===== src/rtl/rg_pkg.sv =====
package rg_pkg;
  localparam int RATE_W    = 4;
  localparam int FAST_CODE = 3;   // first code of the halving run
  localparam int SLOW_TAP1 = 6;   // bit used by code 1
  localparam int SLOW_TAP2 = 7;   // bit used by code 2

  // counter bit chosen by a rate code (code 0 yields 0, unused)
  function automatic int tap_of(input logic [RATE_W-1:0] code);
    int r;
    case (code)
      '0:      r = 0;
      1:       r = SLOW_TAP1;
      2:       r = SLOW_TAP2;
      default: r = int'(code) - (FAST_CODE - 1);
    endcase
    return r;
  endfunction
endpackage


===== src/rtl/rg_divider.sv =====
module rg_divider #(
  parameter int STAGES = 15
) (
  input  logic              clk,
  input  logic              rst_n,
  input  logic              tick,
  output logic [STAGES-1:0] cnt
);
  always_ff @(posedge clk or negedge rst_n) begin
    if (!rst_n)    cnt <= '0;
    else if (tick) cnt <= cnt + 1'b1;
  end

  // counter holds without a strobe and steps by one with it
  p_hold_r2: assert property (@(posedge clk) disable iff (!rst_n)
    !tick |=> $stable(cnt));
  p_step_r2: assert property (@(posedge clk) disable iff (!rst_n)
    tick |=> (cnt == $past(cnt) + 1'b1));
endmodule


===== src/rtl/rg_tap_sel.sv =====
module rg_tap_sel
  import rg_pkg::*;
#(
  parameter int STAGES = 15
) (
  input  logic              tick,
  input  logic [STAGES-1:0] cnt,
  input  logic [RATE_W-1:0] rate,
  output logic              tap_lvl,
  output logic              pf_set
);
  localparam int IDX_W = $clog2(STAGES);

  logic [IDX_W-1:0]  idx;
  logic              tap_ok;
  logic [STAGES-1:0] low_ones;

  assign idx    = IDX_W'(tap_of(rate));
  assign tap_ok = (rate != '0);

  // every bit below the tap must be 1 for the tap to rise on this tick
  for (genvar i = 0; i < STAGES; i++) begin : g_low
    assign low_ones[i] = (idx <= IDX_W'(i)) | cnt[i];
  end

  assign tap_lvl = tap_ok & cnt[idx];
  assign pf_set  = tick & tap_ok & ~cnt[idx] & (&low_ones);

  // code 0 never produces a rising tap
  always_comb begin
    p_code0_quiet_r4: assert (tap_ok || !(tap_lvl || pf_set));
  end
endmodule


===== src/rtl/rg_flag.sv =====
module rg_flag (
  input  logic clk,
  input  logic rst_n,
  input  logic set,
  input  logic clr,
  input  logic pie,
  output logic pf,
  output logic irq_n
);
  always_ff @(posedge clk or negedge rst_n) begin
    if (!rst_n)   pf <= 1'b0;
    else if (set) pf <= 1'b1;
    else if (clr) pf <= 1'b0;
  end

  assign irq_n = ~(pf & pie);

  // set beats a simultaneous read; a lone read clears
  p_set_wins_r7: assert property (@(posedge clk) disable iff (!rst_n)
    set |=> pf);
  p_clear_r7: assert property (@(posedge clk) disable iff (!rst_n)
    (clr && !set) |=> !pf);
  p_hold_r7: assert property (@(posedge clk) disable iff (!rst_n)
    (!clr && !set) |=> $stable(pf));
endmodule


===== src/rtl/rg_rate_gen.sv =====
module rg_rate_gen
  import rg_pkg::*;
#(
  parameter int STAGES = 15
) (
  input  logic              clk,
  input  logic              rst_n,
  input  logic              tb_tick,
  input  logic              cfg_wr,
  input  logic [RATE_W-1:0] cfg_rate,
  input  logic              cfg_sqw_en,
  input  logic              cfg_pie,
  input  logic              stat_rd,
  output logic              stat_pf,
  output logic              sqw_out,
  output logic              irq_n
);
  logic [RATE_W-1:0] rate_q;
  logic              sqwe_q, pie_q;
  logic [STAGES-1:0] cnt;
  logic              tap_lvl, pf_set;

  always_ff @(posedge clk or negedge rst_n) begin
    if (!rst_n) begin
      rate_q <= '0;
      sqwe_q <= 1'b0;
      pie_q  <= 1'b0;
    end else if (cfg_wr) begin
      rate_q <= cfg_rate;
      sqwe_q <= cfg_sqw_en;
      pie_q  <= cfg_pie;
    end
  end

  rg_divider #(.STAGES(STAGES)) div_i (
    .clk(clk), .rst_n(rst_n), .tick(tb_tick), .cnt(cnt)
  );

  rg_tap_sel #(.STAGES(STAGES)) sel_i (
    .tick(tb_tick), .cnt(cnt), .rate(rate_q),
    .tap_lvl(tap_lvl), .pf_set(pf_set)
  );

  rg_flag flag_i (
    .clk(clk), .rst_n(rst_n), .set(pf_set), .clr(stat_rd),
    .pie(pie_q), .pf(stat_pf), .irq_n(irq_n)
  );

  assign sqw_out = sqwe_q & tap_lvl;

  p_sqw_off_r5: assert property (@(posedge clk) disable iff (!rst_n)
    !sqwe_q |-> !sqw_out);
  p_code0_r4: assert property (@(posedge clk) disable iff (!rst_n)
    (rate_q == '0) |-> (!pf_set && !sqw_out));
  // a flag set marks the tap going high on the same edge
  p_rise_r6: assert property (@(posedge clk) disable iff (!rst_n)
    (pf_set && !cfg_wr) |=> tap_lvl);
  p_irq_gate_r8: assert property (@(posedge clk) disable iff (!rst_n)
    !pie_q |-> irq_n);
endmodule


===== config.mk =====
export PLATFORM = sky130hd
export DESIGN_NAME = rg_rate_gen
export DESIGN_NICKNAME = d
export VERILOG_FILES = /design/src/rtl/rg_pkg.sv /design/src/rtl/rg_divider.sv /design/src/rtl/rg_tap_sel.sv /design/src/rtl/rg_flag.sv /design/src/rtl/rg_rate_gen.sv
export SDC_FILE = /design/constraint.sdc
export NUM_CORES = 1
export LEC_CHECK = 0
export ABC_CLOCK_PERIOD_IN_PS = 3620
export BUFFER_PORTS_ARGS = -buffer_cell sky130_fd_sc_hd__buf_2
export CAP_MARGIN = 40
export CELL_PAD_IN_SITES_DETAIL_PLACEMENT = 0
export CELL_PAD_IN_SITES_GLOBAL_PLACEMENT = 2
export CORE_UTILIZATION = 34
export CTS_CLUSTER_SIZE = 10
export DETAILED_ROUTE_END_ITERATION = 10
export GPL_TIMING_DRIVEN = 0
export PLACE_DENSITY_LB_ADDON = 0.1
export SETUP_SLACK_MARGIN = 0.5
export SKIP_CTS_REPAIR_TIMING = 1
export SYNTH_ARGS = -nofsm -noshare
export SYNTH_HDL_FRONTEND = slang
export SYNTH_SLANG_ARGS = --single-unit

===== constraint.sdc =====
create_clock -name clk -period 3.62 [get_ports clk]
set_input_delay 1.086 -clock clk [delete_from_list [all_inputs] [get_ports clk]]
set_output_delay 1.086 -clock clk [all_outputs]
set_load 0.1 [all_outputs]

==> flow_metrics.py <==
metrics = {
    "timing": {
        "fin_crit_sh": 0.951,
        "finalMaxSlewViolations": 0,
        "worst_pin_slew_ps": 509,
        "skew_ps": 7.70,
        "rsz0062_at_grt": "true",
        "fmax_mhz": 291,
        "fin_crit_ps": 3440,
        "setup-violations-final": 0,
        "finalSetupTns_ps": 0,
        "hold_viol_final": 0,
        "slew_headroom": 0.661,
        "hold_ws_ps": 500,
    },
    "layout": {
        "fin_nets": 224,
        "design_area_um2": 1940,
        "n_antenna_cell": 0,
        "post-route-util": 0.440,
        "synthToLayoutAreaGrowth_pct": 22.2,
        "drive_gt1_frac": 0.274,
    },
    "global_routing": {
        "grt_pass1_wl_um": 6800,
        "grt-ovfl-total": 0,
        "grt_max_degree": 23,
        "grt_pass1_vias": 1308,
        "antenna_found_initial": 0,
        "grt_usage": 0.175,
    },
    "detailed_routing": {
        "dr.pass1.iters": 4,
        "postRouteAntennaNets": 0,
        "wl_per_cell_um": 16.6,
        "vias_per_cell": 5.64,
        "wirelength_um": 4310,
        "drc": 0,
        "drtIter0Drc": 122,
        "vias": 1466,
    },
    "synthesis": {
        "yosys.area.top_type_share": 0.346,
        "yosysTopAreaCell": "dfrtp_1",
        "netlist_area_um2": 1590,
        "synth_compound_area_frac": 0.224,
        "synthXorXnorAreaFrac": 0.0825,
        "synth_nets": 196,
        "synthArstFlopShare": 1.00,
        "ys_top_cells_by_count": "dfrtp_1 (22), nand2_1 (22), o21ai_0 (14)",
        "synth_edf_count": 0,
        "synth_cell_type_count": 52,
        "synthAdderAreaFrac": 0.0236,
        "yosysWarnings": 0,
        "yosysSeqAreaShare": 0.346,
        "synth_ff_type": "dfrtp_1",
        "synth_top_family_by_area": "simple AND/OR/NAND/NOR gates",
        "synth.avg_cell_area_um2": 8.74,
        "ys_ff_latch": 22,
        "synth-simple-area-share": 0.244,
        "synth_cells": 182,
        "synthTopCellsByArea": "dfrtp_1 (35%), xnor2_1 (6.1%), nand2_1 (5.2%)",
        "synthMuxAreaShare": 0.0212,
    },
    "floorplanning": {
        "rows": 24,
        "core_um2": 4410,
        "dieHeight_um": 70.4,
        "boundaryPins": 14,
        "dieWidth_um": 70.4,
        "start_util": 0.361,
        "dieArea_um2": 4960,
    },
    "min_path": {
        "hold_depth": 1,
        "hold_class": "flop to flop",
        "hold_start": "div_i.cnt[14]",
    },
    "cts": {
        "clk_pin_slew_ps": 90,
        "cts.sinks": 22,
        "numCtsBuffers": 3,
        "ctsHtreeMaxLevel": 1,
        "cts-root-buf": "clkbuf_8",
        "cts_tree": "built",
        "clock_path_buffers": 2,
        "worstSkewPairLatency_ps": 270,
    },
    "setup_path": {
        "rr_worst_depth": 9,
        "max_stage_delay_ps": 400,
        "crit_start": "rate_q[2]",
        "cp_max_fo": 6,
        "timing.rr.start": "rate_q[2]",
        "cp_cell_sequence": "buf_6 -> buf_6 -> nor2_4 -> buf_4 -> o21ai_0 -> a31o_1 -> a211o_1 -> nand4_1 -> and3_4 -> buf_12",
        "cp_data_required_time_ps": 2530,
        "crit_arrival_ps": 2360,
        "start_kind": "flop",
        "cp_slowest_cell": "dfrtp_1",
        "endpoint_kind": "primary output",
        "crit_type": "flop to primary output",
        "crit_top_cell": "buf_6",
    },
    "power_and_ir_drop": {
        "leakage_uw": 0.000810,
        "peakVddDrop_mv": 0.189,
        "power.density_nw_per_um2": 453,
    },
    "flow_run": {
        "maxCapViolCount": 0,
    },
    "placement": {
        "gp_congestion": 0.855,
        "place_area_um2": 1740,
        "dp_hpwl_um": 3160,
        "io_buffer_count": 11,
    },
    "run_status": {
        "status": "finished clean",
    },
}
==> cell families (layout without fill, tap and decap cells) <==
logic type,after synthesis,count (layout)
AND/OR/NAND/NOR,73,73
AO/OA/AOI/OAI,50,50
flip-flops,22,22
buffers and inverters,16,42
XOR/XNOR,15,15
adder cells (fa/ha/maj),3,3
multiplexers,3,3
==> layout by cell type (no fill, tap or decap), types with 2 or more instances in the layout <==
cell type / Yosys / routed
clkbuf_1: 3 / 3
dfrtp_1: 22 / 22
or3_1: 2 / 2
xor2_1: 4 / 4
clkbuf_8: 0 / 3
buf_6: 3 / 6
a21oi_1: 5 / 5
a21o_1: 3 / 3
o221ai_1: 3 / 3
a32oi_1: 2 / 2
nor3_1: 8 / 7
a31oi_1: 2 / 2
inv_1: 5 / 3
o211ai_1: 4 / 4
nand4_1: 5 / 5
buf_4: 2 / 12
ha_1: 3 / 2
nand3_1: 8 / 8
o21ai_0: 14 / 13
or2_2: 2 / 2
nand2_1: 22 / 21
o21ai_1: 2 / 2
nor2_1: 12 / 12
nor2b_1: 2 / 2
mux2_2: 3 / 3
xnor2_1: 11 / 11
buf_2: 3 / 12
==> worst paths after layout <==
path                                      end  slack (ps)
worst max-delay path                  sqw_out         180
worst min register to register  div_i.cnt[14]         500
worst min-delay path            div_i.cnt[14]         500
worst max register to register      flag_i.pf        1540
min in group asynchronous        div_i.cnt[3]         780
max in group asynchronous        div_i.cnt[4]        2500
==> routing by layer <==
| metal | global-route usage | routed length, um | vias up |
|---|---|---|---|
| met5 | 0 | 0 | - |
| met4 | 0.0400 | 63 | 0 |
| met1 | 0.259 | 2090 | 709 |
| li1 | - | - | 710 |
| met2 | 0.267 | 1990 | 36 |
| met3 | 0.0260 | 168 | 11 |
==> report_power, final <==
group	switching, uW	internal (uW)	total [uW]
sequential	55.8	290	345
combinational	209	170	378
clock	83.6	74.4	158
==> per-stage QoR <==
step                setup WS [ps]  total power (uW)  std cells
global placement             34.6               676        245
CTS                          -241               840        248
floorplan                     523               598        182
finish                        178               882        260
detailed placement           60.4               681        245
global route                  105               941        260
==> layout make-up <==
type	count	area (um2)
fill	443	2470
buffer	11	85.1
sequential	22	551
timing repair buffer	23	164
clock buffer	3	41.3
multi-input combinational	144	1000
tap	52	65.1
inverter	5	36.3
==> flip-flops by register name (all words and copies together), names as in the netlist <==
| signal | cells |
|---|---|
| div_i.cnt | 15 |
| sqwe_q | 1 |
| rate_q | 4 |
| flag_i.pf | 1 |
| pie_q | 1 |
==> worst max-delay path, delay by kind of cell (launching register included) <==
| kind | cells | cell delay (ps) |
|---|---|---|
| AOI/OAI and AO/OA | 3 | 530 |
| and+or+nand+nor | 3 | 540 |
| DFF | 1 | 400 |
| buffers and inverters | 4 | 620 |
No activity file was read; power rests on OpenSTA's default activity.
